==> config.mk <==
export PLATFORM = sky130hd
export DESIGN_NAME = adc_trig_cond
export DESIGN_NICKNAME = d
export VERILOG_FILES = /design/src/rtl/adc_trig_pkg.sv /design/src/rtl/adc_trig_sync.sv /design/src/rtl/adc_trig_pinqual.sv /design/src/rtl/adc_trig_gate.sv /design/src/rtl/adc_trig_cond.sv
export SDC_FILE = /design/constraint.sdc
export NUM_CORES = 1
export LEC_CHECK = 0
export BUFFER_PORTS_ARGS = -buffer_cell sky130_fd_sc_hd__clkbuf_2
export CAP_MARGIN = 30
export CORE_AREA = 2 2 39 41
export DETAILED_ROUTE_END_ITERATION = 6
export DIE_AREA = 0 0 41 43
export GPL_ROUTABILITY_DRIVEN = 0
export SLEW_MARGIN = 20
export SYNTH_ARGS = -nofsm -noshare
export SYNTH_HDL_FRONTEND = slang
export SYNTH_SLANG_ARGS = --single-unit
==> constraint.sdc <==
create_clock -name clk -period 3.3 [get_ports clk]
set_input_delay 0.495 -clock clk [delete_from_list [all_inputs] [get_ports clk]]
set_output_delay 0.495 -clock clk [all_outputs]
set_load 0.02 [all_outputs]
==> src/rtl/adc_trig_pkg.sv <==
package adc_trig_pkg;

  typedef enum logic [1:0] {
    SRC_PIN   = 2'b00,
    SRC_TIMER = 2'b01,
    SRC_RSVD  = 2'b10,
    SRC_PWM   = 2'b11
  } trig_src_e;

  typedef enum logic [1:0] {
    COND_LOW  = 2'b00,
    COND_HIGH = 2'b01,
    COND_FALL = 2'b10,
    COND_RISE = 2'b11
  } pin_cond_e;

  typedef enum logic [1:0] {
    MODE_SINGLE    = 2'b00,
    MODE_BURST     = 2'b01,
    MODE_SCAN_ONCE = 2'b10,
    MODE_SCAN_LOOP = 2'b11
  } conv_mode_e;

  // Upper bit of the condition selects edge qualification.
  function automatic logic cond_is_edge(pin_cond_e c);
    return c[1];
  endfunction

  // Lower bit is the level the pin must sit at (active level or post-edge level).
  function automatic logic cond_target(pin_cond_e c);
    return c[0];
  endfunction

endpackage

==> src/rtl/adc_trig_sync.sv <==
module adc_trig_sync #(
  parameter int   STAGES  = 2,
  parameter logic RST_VAL = 1'b0
) (
  input  logic clk,
  input  logic rst,
  input  logic d_async,
  output logic q_sync
);

  logic [STAGES-1:0] chain;

  generate
    if (STAGES == 1) begin : g_one
      always_ff @(posedge clk) begin
        if (rst) chain <= RST_VAL;
        else     chain <= d_async;
      end
    end else begin : g_many
      always_ff @(posedge clk) begin
        if (rst) chain <= {STAGES{RST_VAL}};
        else     chain <= {chain[STAGES-2:0], d_async};
      end
    end
  endgenerate

  assign q_sync = chain[STAGES-1];

endmodule

==> src/rtl/adc_trig_pinqual.sv <==
module adc_trig_pinqual
  import adc_trig_pkg::*;
#(
  parameter int LEVEL_HOLD = 8,
  parameter int EDGE_HOLD  = 4
) (
  input  logic      clk,
  input  logic      rst,
  input  logic      pin_s,
  input  pin_cond_e cond,
  output logic      hit
);

  localparam int MAX_HOLD = (LEVEL_HOLD > EDGE_HOLD) ? LEVEL_HOLD : EDGE_HOLD;
  localparam int CW       = $clog2(MAX_HOLD + 1);

  logic          pin_prev;
  logic [CW-1:0] run_len;
  logic          seen_change;

  logic          changed;
  logic          stepped;
  logic [CW-1:0] run_nxt;
  logic [CW-1:0] hold_tgt;
  logic          at_target;
  logic          qualify;

  always_comb begin
    changed   = (pin_s != pin_prev);
    stepped   = changed || (run_len != CW'(MAX_HOLD));
    if (changed)                      run_nxt = CW'(1);
    else if (run_len == CW'(MAX_HOLD)) run_nxt = run_len;
    else                              run_nxt = run_len + CW'(1);
    hold_tgt  = cond_is_edge(cond) ? CW'(EDGE_HOLD) : CW'(LEVEL_HOLD);
    at_target = (pin_s == cond_target(cond));
    // An edge run must have begun with a transition, not at reset.
    qualify   = stepped && (run_nxt == hold_tgt) && at_target &&
                (!cond_is_edge(cond) || seen_change || changed);
  end

  always_ff @(posedge clk) begin
    if (rst) begin
      pin_prev    <= 1'b0;
      run_len     <= '0;
      seen_change <= 1'b0;
      hit         <= 1'b0;
    end else begin
      pin_prev    <= pin_s;
      run_len     <= run_nxt;
      seen_change <= seen_change | changed;
      hit         <= qualify;
    end
  end


  hit_single_chk: assert property (@(posedge clk) disable iff (rst)
    hit |=> !hit);


  hit_level_chk: assert property (@(posedge clk) disable iff (rst)
    hit |-> ($past(pin_s) == cond_target($past(cond))));

endmodule

==> src/rtl/adc_trig_gate.sv <==
module adc_trig_gate
  import adc_trig_pkg::*;
(
  input  logic       clk,
  input  logic       rst,
  input  logic       en,
  input  conv_mode_e mode,
  input  trig_src_e  src,
  input  logic       pin_hit,
  input  logic       tmr_pulse,
  input  logic       pwm_pulse,
  output logic       start_pulse
);

  logic picked;
  logic allowed;

  always_comb begin
    unique case (src)
      SRC_PIN:   picked = pin_hit;
      SRC_TIMER: picked = tmr_pulse;
      SRC_PWM:   picked = pwm_pulse;
      default:   picked = 1'b0;
    endcase
    allowed = en && (mode == MODE_SCAN_ONCE);
  end

  always_ff @(posedge clk) begin
    if (rst) start_pulse <= 1'b0;
    else     start_pulse <= allowed && picked;
  end


  en_gate_chk: assert property (@(posedge clk) disable iff (rst)
    start_pulse |-> $past(en));


  mode_gate_chk: assert property (@(posedge clk) disable iff (rst)
    start_pulse |-> ($past(mode) == MODE_SCAN_ONCE));


  rsvd_src_chk: assert property (@(posedge clk) disable iff (rst)
    start_pulse |-> ($past(src) != SRC_RSVD));


  tmr_latency_chk: assert property (@(posedge clk) disable iff (rst)
    (en && mode == MODE_SCAN_ONCE && src == SRC_TIMER && tmr_pulse) |=> start_pulse);


  pwm_latency_chk: assert property (@(posedge clk) disable iff (rst)
    (en && mode == MODE_SCAN_ONCE && src == SRC_PWM && pwm_pulse) |=> start_pulse);

endmodule

==> src/rtl/adc_trig_cond.sv <==
module adc_trig_cond
  import adc_trig_pkg::*;
#(
  parameter int SYNC_STAGES = 2,
  parameter int LEVEL_HOLD  = 8,
  parameter int EDGE_HOLD   = 4
) (
  input  logic       clk,
  input  logic       rst,
  input  logic       trig_en,
  input  logic [1:0] conv_mode,
  input  logic [1:0] trig_src,
  input  logic [1:0] pin_cond,
  input  logic       ext_pin,
  input  logic       timer_ovf,
  input  logic       pwm_trig,
  output logic       start_set
);

  logic       pin_s;
  logic       pin_hit;
  trig_src_e  src_e;
  pin_cond_e  cond_e;
  conv_mode_e mode_e;

  assign src_e  = trig_src_e'(trig_src);
  assign cond_e = pin_cond_e'(pin_cond);
  assign mode_e = conv_mode_e'(conv_mode);

  adc_trig_sync #(
    .STAGES  (SYNC_STAGES),
    .RST_VAL (1'b0)
  ) u_sync (
    .clk     (clk),
    .rst     (rst),
    .d_async (ext_pin),
    .q_sync  (pin_s)
  );

  adc_trig_pinqual #(
    .LEVEL_HOLD (LEVEL_HOLD),
    .EDGE_HOLD  (EDGE_HOLD)
  ) u_qual (
    .clk   (clk),
    .rst   (rst),
    .pin_s (pin_s),
    .cond  (cond_e),
    .hit   (pin_hit)
  );

  adc_trig_gate u_gate (
    .clk         (clk),
    .rst         (rst),
    .en          (trig_en),
    .mode        (mode_e),
    .src         (src_e),
    .pin_hit     (pin_hit),
    .tmr_pulse   (timer_ovf),
    .pwm_pulse   (pwm_trig),
    .start_pulse (start_set)
  );


  reset_quiet_chk: assert property (@(posedge clk)
    $past(rst) |-> !start_set);

endmodule

* Word level (Yosys, flattened, before mapping)
Cells that the tools add are included.
Word-level totals: register bits after elaboration 10, output and inout bits 1
Operators by class: bitwise gates (word level) 1, reduce and logical (&&, ||, !) cells 10, add/sub/neg operators 1, eq/ne operators 8, muxes and demuxes 4
Operator list (count):
- $mux W4 | 3
- $logic_and A1 B1 Y1 | 5
- $add A4 B1 Y4 const B | 1
- $eq A2 B2 Y1 const B | 2
- $eq A4 B4 Y1 | 1
- $eq A4 B4 Y1 const B | 1
- $ne A4 B4 Y1 const B | 1
- $logic_or A1 B1 Y1 | 3
- $pmux W1 S3 | 1
- $eq A2 B1 Y1 const B | 1
- $logic_not A2 Y1 | 1
- $eq A1 B1 Y1 | 1
- $logic_not A1 Y1 | 1
- $ne A1 B1 Y1 | 1
- $or A1 B1 Y1 | 1

* Logic depth before layout (Yosys ltp)
depth after elaboration 7, depth in mapped cells 6, gate-level depth less buffers 6

* Cells and area by module
Synthesis repeated with hierarchy kept, for this count alone.
Second synthesis, totals: cells, all modules 45, area, all modules 434.2 um^2
Modules (own cells, without submodules):
- adc_trig_pinqual | times used 1, cells each 35, area each 319.1 um^2
- adc_trig_gate | times used 1, cells each 6, area each 62.6 um^2
- adc_trig_sync | times used 1, cells each 4, area each 52.6 um^2

* Least setup slack after synthesis
Ideal clock, no wire load.
kind register to register, start reg u_qual.run_len[0], end reg u_qual.hit, clock period less this slack 1.537 ns, stages on the path, launching flop included 6, arrival 1.433 ns, data required time 3.197 ns, slack 1.763 ns, cells stage by stage dfxtp_1 ha_1 nor2b_1 a21o_1 or3_1 a2111oi_2
Between the ends: word-level cells in the longest chain between the ends 7, elaborated cells on any way between the ends 10
Ends and longest elaborated chain:
- from (decl) | line adc_trig_pinqual.sv:18 | logic [CW-1:0] run_len;
- from (signal assigned) | line adc_trig_pinqual.sv:49 | run_len <= run_nxt;
- $add A4 B1 Y4 or $eq A4 B4 Y1 (tied branches) | line adc_trig_pinqual.sv:33, adc_trig_pinqual.sv:32
- $mux W4 | line adc_trig_pinqual.sv:32 | else if (run_len == CW'(MAX_HOLD)) run_nxt = run_len;
- $mux W4 | line adc_trig_pinqual.sv:31 | if (changed) run_nxt = CW'(1);
- $eq A4 B4 Y1 | line adc_trig_pinqual.sv:37 | qualify = stepped && (run_nxt == hold_tgt) && at_target &&
- $logic_and A1 B1 Y1 * (3 in a row) | line adc_trig_pinqual.sv:37
- to (signal assigned) | line adc_trig_pinqual.sv:51 | hit <= qualify;
- to (decl) | line adc_trig_pinqual.sv:11 | output logic hit
Every way passes the cells marked *; elsewhere a longest branch is shown, timed or not. A chain may end at the register's enable or synchronous reset.

* Worst setup path in the final report
Same ends and word-level chain as after synthesis.

==> flow_metrics.tcl <==
set metrics [dict create \
    rows 14 \
    clk_pin_slew_worst_paths_ns 0.06 \
    synthDistinctLibCells 20 \
    die_area_um2 1760 \
    final_common_cell "clkbuf_2" \
    hold_path.class "input port to flip-flop" \
    grt_util_all_layers 0.0968 \
    cp.arrival_ns 1.77 \
    gr-total-overflow 0 \
    drt-vias-per-instance 4.45 \
    grt_pass1_vias 296 \
    internal_power_mw 0.183 \
    antenna_found_initial 0 \
    worstPathCellList "ha_1 > nor2b_1 > a21o_1 > or3_1 > a2111oi_2" \
    clkSinkCount 10 \
    layout.nets 75 \
    power_density_nw_per_um2 454 \
    period_minus_slack_ns 1.61 \
    cp_max_fo 3 \
    critPathBufInv 0 \
    avgRoutedWirePerCell_um 9.20 \
    clkPwrFrac 0.339 \
    numCtsBuffers 3 \
    synth.area.top_cells "dfxtp_1, nor2b_1, ha_1, nor2_1, xnor2_1" \
    route.detailed.drc 0 \
    peakVddDrop_mv 0.166 \
    synth_area_um2 422 \
    worst_pin_slew_ns 0.303 \
    setup_violations 0 \
    synthCells 44 \
    hold_buffers 0 \
    finalWirelength_um 690 \
    fp.dieW_um 41 \
    end_kind "flip-flop" \
    criticalPathCategory "flip-flop to flip-flop" \
    ys.warnings.count 0 \
    period_share 0.487 \
    max_cap_violations 0 \
    ys_seq_elements 10 \
    vias 334 \
    fin_area_um2 524 \
    start_util 0.305 \
    synth_top_area_frac 0.475 \
    cpPeakStageDelay_ns 0.35 \
    drtPass1Iterations 4 \
    fmax_ghz 0.622 \
    antennaDiodeCount 0 \
    cts_resized 0 \
    antenna_left 0 \
    die_h_um 43 \
    htreeDepth 1 \
    clk_latency_ns 0.26 \
    combPwrFrac 0.116 \
    relSlewSlack 0.797 \
    critPathSlowestCell "a2111oi_2" \
    layout_common_cells "clkbuf_2, dfxtp_1, nor2_1, nor2b_1" \
    start_kind "flip-flop" \
    cts_setup_buffers 0 \
    io_pins 13 \
    core_region_area_um2 1380 \
    rsz0062_at_grt "false" \
    placed_cell_area_um2 502 \
    clockRootBuffer "clkbuf_4" \
    yosysSeqAreaShare 0.475 \
    drt_iter0_drc 1 \
    seq_power_share 0.545 \
    p_leak_nw 0.241 \
    grt_start_max_net_pins 9 \
    whs_ns 0.391 \
    sw_frac_of_total 0.233 \
    syn_area_per_cell_um2 9.58 \
    numPortBuffers 12 \
    path_delay_family "compound AO/OA/AOI/OAI gates" \
    cts_tree "done" \
    drive_above_1_share 0.271 \
    drv_slew 0 \
    status "finished, final reports clean" \
    cts_max_path_buffers 2 \
    hold_viol_final 0 \
    required_ns 3.46 \
    areaGrowthSynthToFinish_pct 24.3 \
    fillers 146 \
    grt_pass1_wl_um 1060 \
    synth_fp_nets 58 \
    power_switching_mw 0.0555 \
    fin_setup_tns_ns 0 \
    finClkSkew_ns 0.00170 \
    yosysTopAreaCell "dfxtp_1" \
]
==> synth_stat cells <==
cell type,count
dfxtp_1,10
nor2_1,5
nor2b_1,5
inv_1,3
and2_1,2
ha_1,2
nand2_1,2
xnor2_1,2
xor2_1,2
a2111oi_2,1
a21o_1,1
a21oi_1,1
a31oi_1,1
mux2i_1,1
nand3_1,1
nand3b_1,1
nand4_1,1
nor3_1,1
nor4_1,1
or3_1,1
==> per-stage QoR <==
| stage | cells | power [mW] | utilization | setup slack [ns] |
|---|---|---|---|---|
| 3_3_place_gp | 72 | 0.160 | 0.363 | 1.70 |
| 3_5_place_dp | 72 | 0.161 | 0.363 | 1.70 |
| 4_1_cts | 75 | 0.246 | 0.379 | 1.69 |
| 5_1_grt | 75 | 0.252 | 0.379 | 1.63 |
| 6_report | 75 | 0.238 | 0.379 | 1.69 |
| 2_1_floorplan | 44 | 0.149 | - | 1.76 |
==> kinds of logic (layout without fill, tap and decap cells) <==
family,count (synthesis),after routing,synth area share
AO/OA/AOI/OAI,4,4,0.0801
multiplexers,1,1,0.0237
adder cells (fa/ha/maj),2,2,0.0593
XOR/XNOR,4,4,0.0831
buffers and inverters,3,18,0.0267
flip-flops,10,10,0.475
AND/OR/NAND/NOR,20,20,0.252
==> per-layer routing <==
layer	share of wire	GRT usage	vias to the layer above
met5	0	0	-
met4	0.025	0.120	0
met3	0.090	0.0314	2
met2	0.45	0.134	13
met1	0.43	0.0945	139
li1	-	-	180
==> worst reg2reg max path, stage by stage, from the launching register on <==
cell and delay (ns):
dfxtp_1 0.32, ha_1 0.21, nor2b_1 0.13, a21o_1 0.19, or3_1 0.32, a2111oi_2 0.35
==> sequential cells by signal, indices dropped and copies added, names as in the netlist <==
register	cells
u_gate.start_pulse	1
u_qual.hit	1
u_qual.pin_prev	1
u_qual.run_len	4
u_qual.seen_change	1
u_sync.chain	2
==> cell type report <==
| cell class | count | area (um2) | area share |
|---|---|---|---|
| Multi-Input combinational cell | 31 | 210 | 0.401 |
| Sequential cell | 10 | 200 | 0.382 |
| Timing Repair Buffer | 12 | 60.1 | 0.115 |
| Clock buffer | 3 | 22.5 | 0.0430 |
| Tap cell | 16 | 20.0 | 0.0382 |
| Inverter | 3 | 11.3 | 0.0215 |
==> final timing paths <==
path	from	to	slack, ns	cells past startpoint
worst min-delay path	conv_mode[0]	u_gate.start_pulse	0.39	2
worst max register to register	u_qual.run_len[0]	u_qual.hit	1.69	5
worst min register to register	u_sync.chain[0]	u_sync.chain[1]	0.44	1
worst max-delay path	u_qual.run_len[0]	u_qual.hit	1.69	5
==> power groups by stage <==
stage	Combinational (mW)	Clock (mW)	Sequential, mW
after floorplan	0.0168	0	0.132
after global placement	0.0278	0	0.133
after detailed placement	0.0281	0	0.133
after CTS	0.0283	0.0874	0.130
after global routing	0.0313	0.0904	0.131
final	0.0276	0.0807	0.130
Power figures use the tool's default switching activity.
